[config.mk]
export PLATFORM = sky130hd
export DESIGN_NAME = mw_erase_slave
export DESIGN_NICKNAME = d
export VERILOG_FILES = /design/src/rtl/mw_pkg.sv /design/src/rtl/mw_sync.sv /design/src/rtl/mw_frame.sv /design/src/rtl/mw_erase_engine.sv /design/src/rtl/mw_status.sv /design/src/rtl/mw_regfile.sv /design/src/rtl/mw_erase_slave.sv
export SDC_FILE = /design/constraint.sdc
export NUM_CORES = 1
export LEC_CHECK = 0
export ABC_AREA = 1
export BUFFER_PORTS_ARGS = -buffer_cell sky130_fd_sc_hd__buf_2
export CAP_MARGIN = 20
export CORE_AREA = 2 2 99 173
export DETAILED_ROUTE_END_ITERATION = 12
export DIE_AREA = 0 0 101 175
export PLACE_DENSITY = 0.66
export SETUP_SLACK_MARGIN = 0.4
export SLEW_MARGIN = 5
export SYNTH_ARGS = -nofsm -noshare
export SYNTH_HDL_FRONTEND = slang
export SYNTH_SLANG_ARGS = --single-unit
[constraint.sdc]
create_clock -name clk -period 2.5 [get_ports clk]
set_clock_uncertainty 0.1 [all_clocks]
set_input_delay 0.5 -clock clk [delete_from_list [all_inputs] [get_ports clk]]
set_output_delay 0.5 -clock clk [all_outputs]
set_load 0.05 [all_outputs]
[src/rtl/mw_pkg.sv]
// Package: shared encodings for the serial erase slave.
// Assumes a 2-bit opcode field directly after the start bit.
package mw_pkg;
    localparam logic [1:0] OPC_ERASE   = 2'b11;
    localparam logic [1:0] OPC_SPECIAL = 2'b00;
    localparam logic [1:0] TAG_ERALL   = 2'b10;

    typedef enum logic [1:0] {
        FR_IDLE = 2'b00,
        FR_LOAD = 2'b01,
        FR_FULL = 2'b10
    } fr_state_t;
endpackage

[src/rtl/mw_sync.sv]
// Module: multi-stage synchroniser for a vector of asynchronous pins.
// Assumes each bit is independent; no bus coherence is needed.
module mw_sync #(
    parameter int W      = 3,
    parameter int STAGES = 2
) (
    input  logic         clk,
    input  logic         rst_n,
    input  logic [W-1:0] async_i,
    output logic [W-1:0] sync_o
);
    logic [W-1:0] chain [STAGES];

    genvar g;
    generate
        for (g = 0; g < STAGES; g++) begin : g_stage
            if (g == 0) begin : g_first
                // capture the raw pins
                always_ff @(posedge clk) begin
                    if (!rst_n) chain[g] <= '0;
                    else        chain[g] <= async_i;
                end
            end else begin : g_next
                // pass down the chain
                always_ff @(posedge clk) begin
                    if (!rst_n) chain[g] <= '0;
                    else        chain[g] <= chain[g-1];
                end
            end
        end
    endgenerate

    assign sync_o = chain[STAGES-1];
endmodule

[src/rtl/mw_frame.sv]
// Module: frame loader. Waits for a start bit, shifts in opcode and
// address MSB first on serial-clock rises, and holds the frame in FULL.
// Assumes the inputs are already synchronised; chip select low clears it.
module mw_frame
    import mw_pkg::*;
#(
    parameter int ADDR_W = 7
) (
    input  logic              clk,
    input  logic              rst_n,
    input  logic              cs_s,
    input  logic              sclk_rise,
    input  logic              di_s,
    input  logic              block,
    output logic              start_pulse,
    output logic              frame_full,
    output logic              loading,
    output logic [1:0]        opcode,
    output logic [ADDR_W-1:0] addr
);
    localparam int FRAME_W = ADDR_W + 2;
    localparam int CW      = $clog2(FRAME_W + 1);

    fr_state_t          state;
    logic [CW-1:0]      cnt;
    logic [FRAME_W-1:0] sr;

    // start bit accepted this cycle
    assign start_pulse = cs_s && sclk_rise && (state == FR_IDLE) && !block && di_s;

    // frame state machine and shifter
    always_ff @(posedge clk) begin
        if (!rst_n) begin
            state <= FR_IDLE;
            cnt   <= '0;
            sr    <= '0;
        end else if (!cs_s) begin
            state <= FR_IDLE;
            cnt   <= '0;
        end else if (sclk_rise) begin
            case (state)
                FR_IDLE: begin
                    if (start_pulse) begin
                        state <= FR_LOAD;
                        cnt   <= '0;
                    end
                end
                FR_LOAD: begin
                    sr  <= {sr[FRAME_W-2:0], di_s};
                    cnt <= cnt + 1'b1;
                    if (cnt == CW'(FRAME_W - 1)) state <= FR_FULL;
                end
                default: ;
            endcase
        end
    end

    assign frame_full = (state == FR_FULL);
    assign loading    = (state == FR_LOAD);
    assign opcode     = sr[FRAME_W-1 -: 2];
    assign addr       = sr[ADDR_W-1:0];
endmodule

[src/rtl/mw_erase_engine.sv]
// Module: self-timed erase sequencer. One strobe for a single word, or
// one strobe per word from address 0 for a full erase; busy for RUN clocks.
// Assumes start is only honoured while idle.
module mw_erase_engine #(
    parameter int ADDR_W       = 7,
    parameter int DATA_W       = 8,
    parameter int ERASE_CYCLES = 200
) (
    input  logic              clk,
    input  logic              rst_n,
    input  logic              start,
    input  logic              start_all,
    input  logic [ADDR_W-1:0] start_addr,
    output logic              busy,
    output logic              we,
    output logic [ADDR_W-1:0] waddr,
    output logic [DATA_W-1:0] wdata
);
    localparam int DEPTH = 1 << ADDR_W;
    localparam int RUN   = (ERASE_CYCLES > DEPTH) ? ERASE_CYCLES : DEPTH;
    localparam int TW    = $clog2(RUN + 1);

    logic [TW-1:0]   timer;
    logic [ADDR_W:0] pend;

    // busy timer and write walker
    always_ff @(posedge clk) begin
        if (!rst_n) begin
            busy  <= 1'b0;
            timer <= '0;
            pend  <= '0;
            waddr <= '0;
        end else if (!busy) begin
            if (start) begin
                busy  <= 1'b1;
                timer <= TW'(RUN - 1);
                pend  <= start_all ? (ADDR_W+1)'(DEPTH) : (ADDR_W+1)'(1);
                waddr <= start_all ? '0 : start_addr;
            end
        end else begin
            if (pend != '0) begin
                pend  <= pend - 1'b1;
                waddr <= waddr + 1'b1;
            end
            if (timer == '0) busy  <= 1'b0;
            else             timer <= timer - 1'b1;
        end
    end

    assign we    = busy && (pend != '0);
    assign wdata = '1;
endmodule

[src/rtl/mw_status.sv]
// Module: ready/busy reporter. Arms on an erase start, disarms on the next
// start bit, and drives data-out while chip select is high after a long
// enough low phase. Assumes edge pulses derived from the synced select.
module mw_status #(
    parameter int CSL_CYCLES = 13
) (
    input  logic clk,
    input  logic rst_n,
    input  logic cs_s,
    input  logic cs_rise,
    input  logic cs_fall,
    input  logic arm_set,
    input  logic arm_clr,
    input  logic busy,
    output logic show,
    output logic do_val
);
    localparam int LW = $clog2(CSL_CYCLES + 1);

    logic [LW-1:0] low_cnt;
    logic          armed;

    // measure chip-select low time, saturating
    always_ff @(posedge clk) begin
        if (!rst_n)                          low_cnt <= '0;
        else if (cs_s)                       low_cnt <= '0;
        else if (low_cnt != LW'(CSL_CYCLES)) low_cnt <= low_cnt + 1'b1;
    end

    // remember that an erase was launched
    always_ff @(posedge clk) begin
        if (!rst_n)       armed <= 1'b0;
        else if (arm_set) armed <= 1'b1;
        else if (arm_clr) armed <= 1'b0;
    end

    // enable data-out for a qualified status check
    always_ff @(posedge clk) begin
        if (!rst_n)       show <= 1'b0;
        else if (cs_fall) show <= 1'b0;
        else if (cs_rise && armed && (low_cnt == LW'(CSL_CYCLES))) show <= 1'b1;
    end

    assign do_val = show && !busy;
endmodule

[src/rtl/mw_regfile.sv]
// Module: word array with one write port and a combinational peek port.
// Assumes all words clear to zero on reset.
module mw_regfile #(
    parameter int ADDR_W = 7,
    parameter int DATA_W = 8
) (
    input  logic              clk,
    input  logic              rst_n,
    input  logic              we,
    input  logic [ADDR_W-1:0] waddr,
    input  logic [DATA_W-1:0] wdata,
    input  logic [ADDR_W-1:0] raddr,
    output logic [DATA_W-1:0] rdata
);
    localparam int DEPTH = 1 << ADDR_W;

    logic [DATA_W-1:0] mem [DEPTH];

    // clear on reset, write on strobe
    always_ff @(posedge clk) begin
        if (!rst_n) begin
            for (int i = 0; i < DEPTH; i++) mem[i] <= '0;
        end else if (we) begin
            mem[waddr] <= wdata;
        end
    end

    assign rdata = mem[raddr];
endmodule

[src/rtl/mw_erase_slave.sv]
// Module: top of the serial erase slave. Synchronises the serial pins,
// loads frames, decodes erase commands at the chip-select fall and
// reports status on data-out. Assumes erase_en_i is synchronous to clk.
module mw_erase_slave
    import mw_pkg::*;
#(
    parameter int ADDR_W       = 7,
    parameter int DATA_W       = 8,
    parameter int ERASE_CYCLES = 200,
    parameter int CSL_CYCLES   = 13,
    parameter int SYNC_STAGES  = 2
) (
    input  logic              clk,
    input  logic              rst_n,
    input  logic              cs_i,
    input  logic              sclk_i,
    input  logic              di_i,
    input  logic              erase_en_i,
    output logic              do_o,
    output logic              do_oe_o,
    output logic              mem_we_o,
    output logic [ADDR_W-1:0] mem_waddr_o,
    output logic [DATA_W-1:0] mem_wdata_o,
    input  logic [ADDR_W-1:0] peek_addr_i,
    output logic [DATA_W-1:0] peek_data_o
);
    logic [2:0]        pins_s;
    logic              cs_s, sclk_s, di_s;
    logic              cs_d, sclk_d;
    logic              cs_fall, cs_rise, sclk_rise;
    logic              busy, show, start_pulse, frame_full, loading;
    logic [1:0]        opcode;
    logic [ADDR_W-1:0] f_addr;
    logic              is_one, is_all, go_erase;

    mw_sync #(.W(3), .STAGES(SYNC_STAGES)) u_sync (
        .clk(clk), .rst_n(rst_n),
        .async_i({cs_i, sclk_i, di_i}), .sync_o(pins_s)
    );
    assign {cs_s, sclk_s, di_s} = pins_s;

    // delayed copies for edge detection
    always_ff @(posedge clk) begin
        if (!rst_n) begin
            cs_d   <= 1'b0;
            sclk_d <= 1'b0;
        end else begin
            cs_d   <= cs_s;
            sclk_d <= sclk_s;
        end
    end

    assign cs_fall   = cs_d && !cs_s;
    assign cs_rise   = !cs_d && cs_s;
    assign sclk_rise = !sclk_d && sclk_s;

    mw_frame #(.ADDR_W(ADDR_W)) u_frame (
        .clk(clk), .rst_n(rst_n), .cs_s(cs_s), .sclk_rise(sclk_rise),
        .di_s(di_s), .block(busy || show), .start_pulse(start_pulse),
        .frame_full(frame_full), .loading(loading), .opcode(opcode),
        .addr(f_addr)
    );

    // command decode at the chip-select fall
    assign is_one   = (opcode == OPC_ERASE);
    assign is_all   = (opcode == OPC_SPECIAL) && (f_addr[ADDR_W-1 -: 2] == TAG_ERALL);
    assign go_erase = cs_fall && frame_full && erase_en_i && !busy && (is_one || is_all);

    mw_erase_engine #(
        .ADDR_W(ADDR_W), .DATA_W(DATA_W), .ERASE_CYCLES(ERASE_CYCLES)
    ) u_engine (
        .clk(clk), .rst_n(rst_n), .start(go_erase), .start_all(is_all),
        .start_addr(f_addr), .busy(busy), .we(mem_we_o),
        .waddr(mem_waddr_o), .wdata(mem_wdata_o)
    );

    mw_status #(.CSL_CYCLES(CSL_CYCLES)) u_status (
        .clk(clk), .rst_n(rst_n), .cs_s(cs_s), .cs_rise(cs_rise),
        .cs_fall(cs_fall), .arm_set(go_erase), .arm_clr(start_pulse),
        .busy(busy), .show(show), .do_val(do_o)
    );
    assign do_oe_o = show;

    mw_regfile #(.ADDR_W(ADDR_W), .DATA_W(DATA_W)) u_mem (
        .clk(clk), .rst_n(rst_n), .we(mem_we_o), .waddr(mem_waddr_o),
        .wdata(mem_wdata_o), .raddr(peek_addr_i), .rdata(peek_data_o)
    );
endmodule

---- Word-level counts from Yosys, hierarchy flattened ----
Memories as Yosys holds them, arrays and structs flattened.
Index checks and enable logic that the tools add are counted.
storage, ports and cells
  flip-flop bits (word level) ............. 47
  bits in writable memories ............... 1030
  input bits .............................. 13
  output and inout bits ................... 26
  word-level logic and storage cells ...... 103
  memories ................................ 2
memories
  memory        depth  width  read ports  clocked after Yosys merged registers in  write ports  line              RTL
  u_mem.mem     128    8      1           0                                        128          mw_regfile.sv:17  logic [DATA_W-1:0] mem [DEPTH];
  u_sync.chain  2      3      2           0                                        2            mw_sync.sv:12     logic [W-1:0] chain [STAGES];
operators by class
  $add $sub $neg .......................... 5
  eq/ne operators ......................... 11
  multiplexer cells ....................... 31
  bitwise logic cells ..................... 3
  reduce and logical (&&, ||, !) cells .... 39
operators by type and width
  operator                                          count
  two-way mux 8 bit                                 8
  two-way mux 7 bit                                 5
  logical AND 1 bit                                 16
  subtractor 8 x 1 -> 8 bit, second input constant  2
  two-way mux 1 bit                                 11
  adder 4 x 1 -> 4 bit, second input constant       2
  == test 4 bit, second input constant              2
  zero test 8 bit                                   1
  one-hot mux 4 bit (2 select lines)                1
  nonzero test 8 bit                                1
  OR reduction 8 bit                                1
  adder 7 x 1 -> 7 bit, second input constant       1
  == test 2 bit, second input constant              3
  two-way mux 3 bit                                 2
  inequality test 2 bit, second input constant      3
  AND reduction 2 bit                               3
  AND reduction 3 bit                               2
  nonzero test 2 bit                                3
  zero test 1 bit                                   5
  zero test 2 bit                                   2
  two-way mux 2 bit                                 2
  two-way mux 4 bit                                 1
  inequality test 4 bit, second input constant      1
  one-hot mux 2 bit (2 select lines)                1
  other kinds (7)                                   10

---- Logic depth before layout (Yosys ltp) ----
Gate-level depths: netlist of the first run.
An unclocked memory read counts as a cell.
  depth in word-level cells ............... 9
  mapped depth ............................ 13
  gate-level depth less buffers ........... 11

---- Cells and area by module ----
From an unflattened synthesis of the first run, not the netlist that was laid out.
second synthesis, totals
  cell total of the unflattened synthesis .. 5256
  area, all modules ....................... 49221.0 µm²
by module, submodules not included
  module           instances  cells an instance  area an instance (µm²)  seq. area each (µm²)
  mw_regfile       1          4848               46395.7                 30749.5
  mw_erase_engine  1          232                1541.5                  480.5
  mw_frame         1          97                 695.7                   300.3
  mw_status        1          36                 285.3                   120.1
  mw_sync          1          18                 165.2                   120.1
  mw_erase_slave   1          25                 137.6                   40.0

---- Least setup slack after synthesis of the first run ----
No wires, ideal clock.
  path kind ............................... input-to-output
  start point ............................. input peek_addr_i[2]
  end point ............................... output peek_data_o[1]
  arrival ................................. 2.231 ns
  required time ........................... 1.900 ns
  path slack .............................. -0.331 ns
  cell stages on the path ................. 12
  path buffers ............................ 3
  cells stage by stage .................... buf_2 > inv_1 > clkbuf_1 > nand3_1 > nand3_1 > nand2_1 > nand2_1 > nand3_1 > nand2_1 > nand2_1 > nand2_1 > buf_4
on the way
  cells in the longest elaborated chain, start to end .. 1
ends and longest elaborated chain
  what                       line                  RTL
  start: declaration         mw_erase_slave.sv:24  input logic [ADDR_W-1:0] peek_addr_i,
  memory read (128 x 8 bit)  -
  end: declaration           mw_erase_slave.sv:25  output logic [DATA_W-1:0] peek_data_o
Every way passes these cells.

---- Worst setup path after layout of the first run ----
  start point ............................. input peek_addr_i[0]
  end point ............................... output peek_data_o[0]
Same word-level chain as after synthesis.

==> results of run 1 <==
-- path summary, 6_finish.rpt --
path                                            to  slack [ns]
worst max-delay path                peek_data_o[0]       -0.05
worst min-delay path            u_sync.chain[0][0]        0.15
worst max register to register    u_mem.mem[42][6]        0.44
worst min register to register  u_sync.chain[1][1]        0.32
-- layer usage --
layer / GRT usage / vias up
met5: 0 / -
li1: - / 3603
met4: 0.100 / 0
met1: 0.256 / 3374
met2: 0.452 / 152
met3: 0.0456 / 41
-- where the power goes --
group	switching (mW)	internal, mW	total [mW]
combinational	0.310	0.163	0.474
sequential	0.00682	2.89	2.90
clock	1.18	1.49	2.67
-- cells in the mapped netlist, drive strengths merged, types with 4 or more instances --
cell / number
nor2: 72
nor3: 5
ha: 9
o21ai: 138
dfxtp: 181
nand3: 136
a21oi: 31
inv: 86
o31ai: 4
clkbuf: 32
a31oi: 5
nand4: 6
o22ai: 5
buf: 40
xor2: 7
nand2: 312
a32o: 14
-- sequential cells by signal, summed over array words and instances (netlist names) --
signal / count
u_mem.mem: 128
u_status.low_cnt: 4
u_frame.cnt: 4
u_sync.chain: 6
cs_d: 1
sclk_d: 1
u_engine.busy: 1
u_frame.sr: 9
u_status.armed: 1
u_frame.state: 2
u_engine.timer: 8
u_status.show: 1
u_engine.pend: 8
u_engine.waddr: 7
-- layout make-up --
type | instances | share of cell area
tap | 192 | 0.0253
multi-input combinational | 762 | 0.424
clock buffer | 19 | 0.0456
timing repair buffer | 65 | 0.0706
inverter | 86 | 0.0372
clock inverter | 12 | 0.0154
sequential | 181 | 0.382
-- through the flow --
step / total power, mW / TNS, ns / utilization / setup WS (ns) / area [sq um]
after floorplan: 3.31 / 0 / - / 0.223 / 8270
after global placement: 3.34 / -1.29 / 0.510 / -0.162 / 8310
after detailed placement: 3.34 / -1.07 / 0.510 / -0.136 / 8310
after CTS: 6.03 / -0.134 / 0.558 / -0.0171 / 9090
after global routing: 6.23 / -0.812 / 0.583 / -0.103 / 9490
final: 6.04 / -0.376 / 0.583 / -0.0474 / 9490
-- logic make-up (layout without fill, tap and decap cells) --
family,after synthesis,in the layout,synth area share
AND/OR/NAND/NOR,534,534,0.286
AO/OA/AOI/OAI,203,203,0.148
flip-flops,181,181,0.453
buffers and inverters,158,182,0.0891
adder cells (fa/ha/maj),9,9,0.0141
XOR/XNOR,8,8,0.00875
other,1,8,0.000468
-- repair_timing --
action	CTS	global route
pin swaps	10	35
hold endpoints to repair	0	0
resized for setup	41	84
gates cloned	1	2
endpoints found under the setup margin	9	50
buffers inserted	4	3
-- worst register-to-register path, delay by kind of cell, from the launching register on --
kind / cells / cell delay (ns)
AOI/OAI and AO/OA: 1 / 0.23
adders and majority gates: 1 / 0.19
buffers and inverters: 3 / 0.33
DFF: 1 / 0.35
and+or+nand+nor: 5 / 0.78
==> summary by stage, run 1 <==
Floorplanning
The region available for standard cell placement spans 16300 sq um. The number of rows created at floorplan is 62. The floorplan step defined a die boundary enclosing 17700 sq um.

The initial utilization of the core area, before any placement, comes to 0.491. The horizontal die dimension is 101 um. The number of top-level design ports is 39. The height of the chip is 175 um.

Global route
The initial antenna violation count is 0. For this run, the total global-route usage over all layers was measured as 0.241. The wire length of the first global-routing pass is 33400 um. Entering global routing, the biggest net connects 133 pins. The number of global-route vias before repair was 6737. The total overflow left after global routing is 0.

Synth
Among all flip-flop cells after synthesis, the most frequent one is sky130_fd_sc_hd__dfxtp_1. The cell taking the most area after synthesis is sky130_fd_sc_hd__dfxtp_1. The share of synthesized area in the top cell type comes to 0.453.

The number of synthesis warnings is 0. By area the synthesized netlist is led by sky130_fd_sc_hd__dfxtp_1 (45%), sky130_fd_sc_hd__nand2_1 (14%), sky130_fd_sc_hd__nand3_1 (8.4%), sky130_fd_sc_hd__o21ai_0 (6.1%), sky130_fd_sc_hd__inv_1 (3.7%). The number of flip-flops and latches in the synthesized netlist is 181. The synthesized design contains 0 enable-type register cells.

The sequential fraction of the synthesis area is 0.453. The mapped netlist covers 8010 sq um. Counting flops with an async set or reset pin after synthesis yields a share of 0. The synthesized area per cell is 7.32 sq um. The gate count after technology mapping is 1094. The netlist uses 42 different library cells.

STA
The final-report max-slew violation count is 0. The final hold slack is 0.148 ns. For the pin with the worst max-slew slack, the measured transition is 0.587 ns. Of the available clock period, the critical path in the final layout requires 1.02.

The slack of the critical path is -0.0474 ns. After layout, the minimum clock period comes to 2.55 ns. Setup repair after global routing could not meet its margin everywhere. The final-report hold violation count is 0.

The remaining max-slew budget at the tightest pin is 0.608. For this run, the top clock speed supported by timing is 0.393 GHz. Setup violations remaining at the end of the flow were counted as 8.

Worst setup path
Among the stages of the critical path, the cell type that occurs most often is sky130_fd_sc_hd__nand2_2. The slowest stage of the critical path belongs to the cell sky130_fd_sc_hd__clkbuf_16. The worst-case reg-to-reg path depth is 10. The biggest cell delay along the critical path is 0.16 ns. Traced cell by cell, the critical path runs through buf_12, clkinv_8, buf_12, clkbuf_16, nand2_1, nand3_1, nand3_2, nand3_2, nand2_2, nand2_2, nand3_1, nand2_1, nand2_2, nand2_8, buf_8. Grouping stages by cell kind, the critical path spends the most delay in simple AND/OR/NAND/NOR gates.

The required time at the endpoint of the critical path is 1.90 ns. The category of the worst setup path capture point is a primary output. The critical path in this run is classified as input pin to primary output. The critical path starts at peek_addr_i[0].

The kind of start point of the critical path is an input pin. The maximum fanout count along the critical path is 8. The critical path depth is 15.

The worst flop-to-flop path startpoint is u_engine.pend[1]. Data arrives at the worst endpoint at 1.95 ns. Counting both buffers and inverters, the worst setup path holds a total of 5.

Layout
The most frequent standard cell in the layout excluding fill and tap cells is sky130_fd_sc_hd__nand2_1. The repair_antennas step left the layout with diodes totalling 0. The combined flip-flop and latch cell area is 3630 sq um. The library cells used most frequently in the layout, excluding fill and tap cells, are sky130_fd_sc_hd__nand2_1 (284), sky130_fd_sc_hd__dfxtp_1 (178), sky130_fd_sc_hd__nand3_1 (104).

After the last flow step, the layout net total stands at 1135. Summing all multi-input logic gate instances after layout gives 4020 sq um. The finished layout holds 1317 standard cells, fillers aside. The growth of design area from synthesis to finish is 18.6%. The number of fill cells is 1520. The proportion of layout cells with a drive suffix above 1 is 0.172.

Clock tree
The number of buffers created by CTS is 17. CTS built an H-tree with a depth of 4. The CTS tree is built. The root cell of the clock tree is sky130_fd_sc_hd__clkbuf_16.

Clock-pin slew was measured on the worst setup and hold paths at 0.07 ns. The clock insertion delay at the later pin of the skew report is 0.43 ns. The post-cts hold buffer count is 0. The longest clock path from root to sink contains 2 buffers.

The tree built by TritonCTS fans out to 181 sinks.

Flow run
The number of max-cap violations is 0.

Detailed routing
The first TritonRoute pass finished after 5 iterations. The routed via count divided by cell count is 5.44. The detailed route wirelength on metal2 is 11800 um. The routed length per placed instance is 16.2 um.

The post-route DRC violation count is 0. The highest metal layer carrying signal wires in the routed design is met4. The detailed route wirelength on metal3 is 727 um.

The count of nets left with antenna violations after detail routing is 0. The met1 routed wirelength after detailed routing is 8080 um. The first routing iteration left 460 violations. The detailed router placed 7170 vias in this run. For this block, the routed nets add up to 21300 um of wire.

Placed design
Routability-driven placement finished with a final weighted congestion of 0.826. The count of input and output buffers is 30. The instance count after placement with tap cells included is 1276. Once detailed placement completed, the half-perimeter wirelength came to 13700 um.

Power and ir drop
The static leakage is 3.75 nW. The power density over the cells is 636 nW/um^2. VDD sags by at most 0.545 mV.

Min path
The worst hold path belongs to the class input pin to register. The number of stages on the worst hold path is 3. In this run the most critical hold path is launched from di_i.

Run status
The checks that failed: negative setup slack. The run finished, with violations left.
Note: power is estimated with default switching activity, not from simulation.
==> inputs of run 2 (changes only) <==
--- a/config.mk
+++ b/config.mk
@@ -12,7 +12,6 @@
 export DETAILED_ROUTE_END_ITERATION = 12
 export DIE_AREA = 0 0 101 175
 export PLACE_DENSITY = 0.66
-export SETUP_SLACK_MARGIN = 0.4
 export SLEW_MARGIN = 5
 export SYNTH_ARGS = -nofsm -noshare
 export SYNTH_HDL_FRONTEND = slang
==> summary by stage, run 2 (synthesis results as in run 1) <==
Placed design
The HPWL after detailed placement is 13700 um. The setup slack at placement is -0.157 ns. Input and output buffers added on the ports amount to 30. The instance count after placement with tap cells included is 1280.

The weighted congestion at the end of routability-driven global placement is 0.821.

Floorplanning
The core footprint is 16300 sq um. The horizontal die dimension is 101 um. In this run the vertical extent of the chip is 175 um. The initial utilization of the core area, before any placement, comes to 0.491. In this run the count of I/O pins placed on the die edge is 39. The floorplan step defined a die boundary enclosing 17700 sq um. After floorplanning, the core was divided into 62 placement rows.

STA
For the final routed database, the setup TNS stands at -0.301 ns. Setup repair after global routing could not meet its margin everywhere. The final period demand of the worst path is 2.54 ns. The final-report max-slew violation count is 0. For this run, the top clock speed supported by timing is 0.394 GHz. The final-report hold violation count was 0. Setup violations remaining at the end of the flow were counted as 8. The slack of the critical path is -0.0385 ns.

The fraction of the cycle the final worst path needs is 1.02.

Worst setup path
The category of the worst setup path capture point is a primary output. In this run the worst setup path terminates at peek_data_o[6]. The worst register-to-register path has a setup slack of 0.57 ns. The endpoint of the most critical register-to-register path is u_engine.waddr[2]. The maximum fanout count along the critical path is 8. The worst-case reg-to-reg path depth is 8.

The required time at the endpoint of the critical path is 1.90 ns. The critical path data arrival time is 1.94 ns. The worst flop-to-flop path startpoint is u_sync.chain[1][2].

The path type of the worst setup path is input pin to primary output. The kind of start point of the critical path is an input pin. The most critical setup path has its startpoint at peek_addr_i[1].

Layout
The proportion of layout cells with a drive suffix above 1 is 0.173. The combined flip-flop and latch cell area is 3620 sq um. The number of antenna repair diodes is 0. The layout net count is 1139. In the final layout, the registers with the most flip-flops are u_mem.mem (128), u_frame.sr (9). In the layout the commonest cells are sky130_fd_sc_hd__nand2_1 (287), sky130_fd_sc_hd__dfxtp_1 (181), sky130_fd_sc_hd__o21ai_0 (98). The register with the most flip-flops in the layout has 128 of them. u_mem.mem holds more flip-flops than any other register.

The combined area of the multi-input logic cells is 3970 sq um. Counting the fill cells in the layout gives 1526. Leaving out fill and tap cells, the most frequent cell in the layout is sky130_fd_sc_hd__nand2_1.

The post-layout instance count excluding filler cells is 1322. The area growth from synthesis to layout is 19.2%.

Global route
The pin count of the biggest net entering global routing is 73. The wire length of the first global-routing pass is 34400 um. The initial antenna violation count came to 0. The number of global-route vias before repair was 6945. For this run, the total global-route usage over all layers was measured as 0.248.

The sum of overflow across all layers after global routing is 0.

Detailed routing
The post-route DRC violation count is 0. After detailed routing, no signal wire sits above met4. The routed via count divided by cell count is 5.53. The first routing iteration left 414 violations.

The overall routed net length is 22000 um. The met1 routed wirelength after detailed routing is 8380 um. The first detailed-routing pass took 5 iterations. In the detailed route, the total length drawn on met3 is 860 um. The routed length per placed instance is 16.6 um. The count of nets left with antenna violations once routing finished came out at 0. For this block, the via count after detailed routing is 7311. The detailed route wirelength on metal2 is 12000 um.

Clock tree
TritonCTS built the clock tree. The clock drives 181 sinks. The number of buffers created by CTS is 17. The clock reaches the later pin of the worst-skew pair after 0.44 ns. The tree is rooted in a sky130_fd_sc_hd__clkbuf_16.

The count of H-tree levels built during CTS is 4. The post-cts hold buffer count is 0. The maximum root-to-sink buffer count is 2. The clock slew at the register clock pins of the worst setup and hold paths is 0.07 ns.

Run status
The checks that failed: negative setup slack. The run finished, with violations left.

Min path
The tightest min-delay check is of the input pin to register type. Along the worst hold path, the cell count comes to 3.

Power and ir drop
After layout, the design draws a total of 6.01 mW. Dividing total power by cell area gives a power density of 629 nW/um^2. The analysis attributes to cell leakage a power of 3.84 nW.

The maximum resistive drop on vdd is 0.456 mV.

Flow run
The number of max-cap violations is 0.
==> run 2: power breakdown <==
group / leakage, nW / internal (mW) / total [mW] / switching (mW)
combinational: 2.11 / 0.193 / 0.518 / 0.326
sequential: 1.46 / 2.89 / 2.90 / 0.00700
clock: 0.276 / 1.41 / 2.59 / 1.18
total: 3.84 / 4.50 / 6.01 / 1.51
==> run 2: worst max-delay path, cell delays in order <==
cell                       delay, ns
sky130_fd_sc_hd__clkbuf_4       0.16
sky130_fd_sc_hd__buf_12         0.16
sky130_fd_sc_hd__buf_8          0.14
sky130_fd_sc_hd__nand3_1        0.09
sky130_fd_sc_hd__nand3_2        0.09
sky130_fd_sc_hd__nand3_2        0.08
sky130_fd_sc_hd__nand2_2        0.12
sky130_fd_sc_hd__nand2_1        0.07
sky130_fd_sc_hd__nand3_1        0.07
sky130_fd_sc_hd__nand2_1        0.07
sky130_fd_sc_hd__nand2_2        0.11
sky130_fd_sc_hd__nand2_8        0.11
sky130_fd_sc_hd__buf_8          0.17
==> run 2: timing repair <==
action | in CTS | in global routing
endpoints found under the setup margin | 8 | 8
gates cloned | 3 | 3
buffers inserted | 4 | 2
pin swaps | 5 | 27
resized for setup | 53 | 57
==> run 2: worst min-delay path by stage <==
stage	start	end	slack, ns
final	di_i	u_sync.chain[0][0]	0.14
after CTS	di_i	u_sync.chain[0][0]	0.14
after global placement	u_sync.chain[0][0]	u_sync.chain[1][0]	0.29
after floorplan	u_sync.chain[0][0]	u_sync.chain[1][0]	0.29
after detailed placement	u_sync.chain[0][1]	u_sync.chain[1][1]	0.30
after global routing	di_i	u_sync.chain[0][0]	0.16
==> run 2: layer usage <==
layer,vias to the layer above,track usage
met5,-,0
met3,48,0.0404
met1,3459,0.267
li1,3611,-
met4,0,0.110
met2,193,0.463
==> run 2: final cells by class <==
class | instances | area share
well taps | 192 | 0.0252
clock buffers | 19 | 0.0464
flip-flops and latches | 181 | 0.380
multi-input cells | 762 | 0.416
repair buffers | 69 | 0.0842
clock inverters | 13 | 0.0130
inverters | 86 | 0.0354
==> run 2: per-stage QoR <==
step                utilization  cell area (sq um)  hold WS (ns)
finish                    0.586               9550         0.144
global route              0.586               9550         0.159
CTS                       0.569               9270         0.138
detailed placement        0.514               8370         0.297
global placement          0.514               8370         0.295
floorplan                     -               8040         0.290
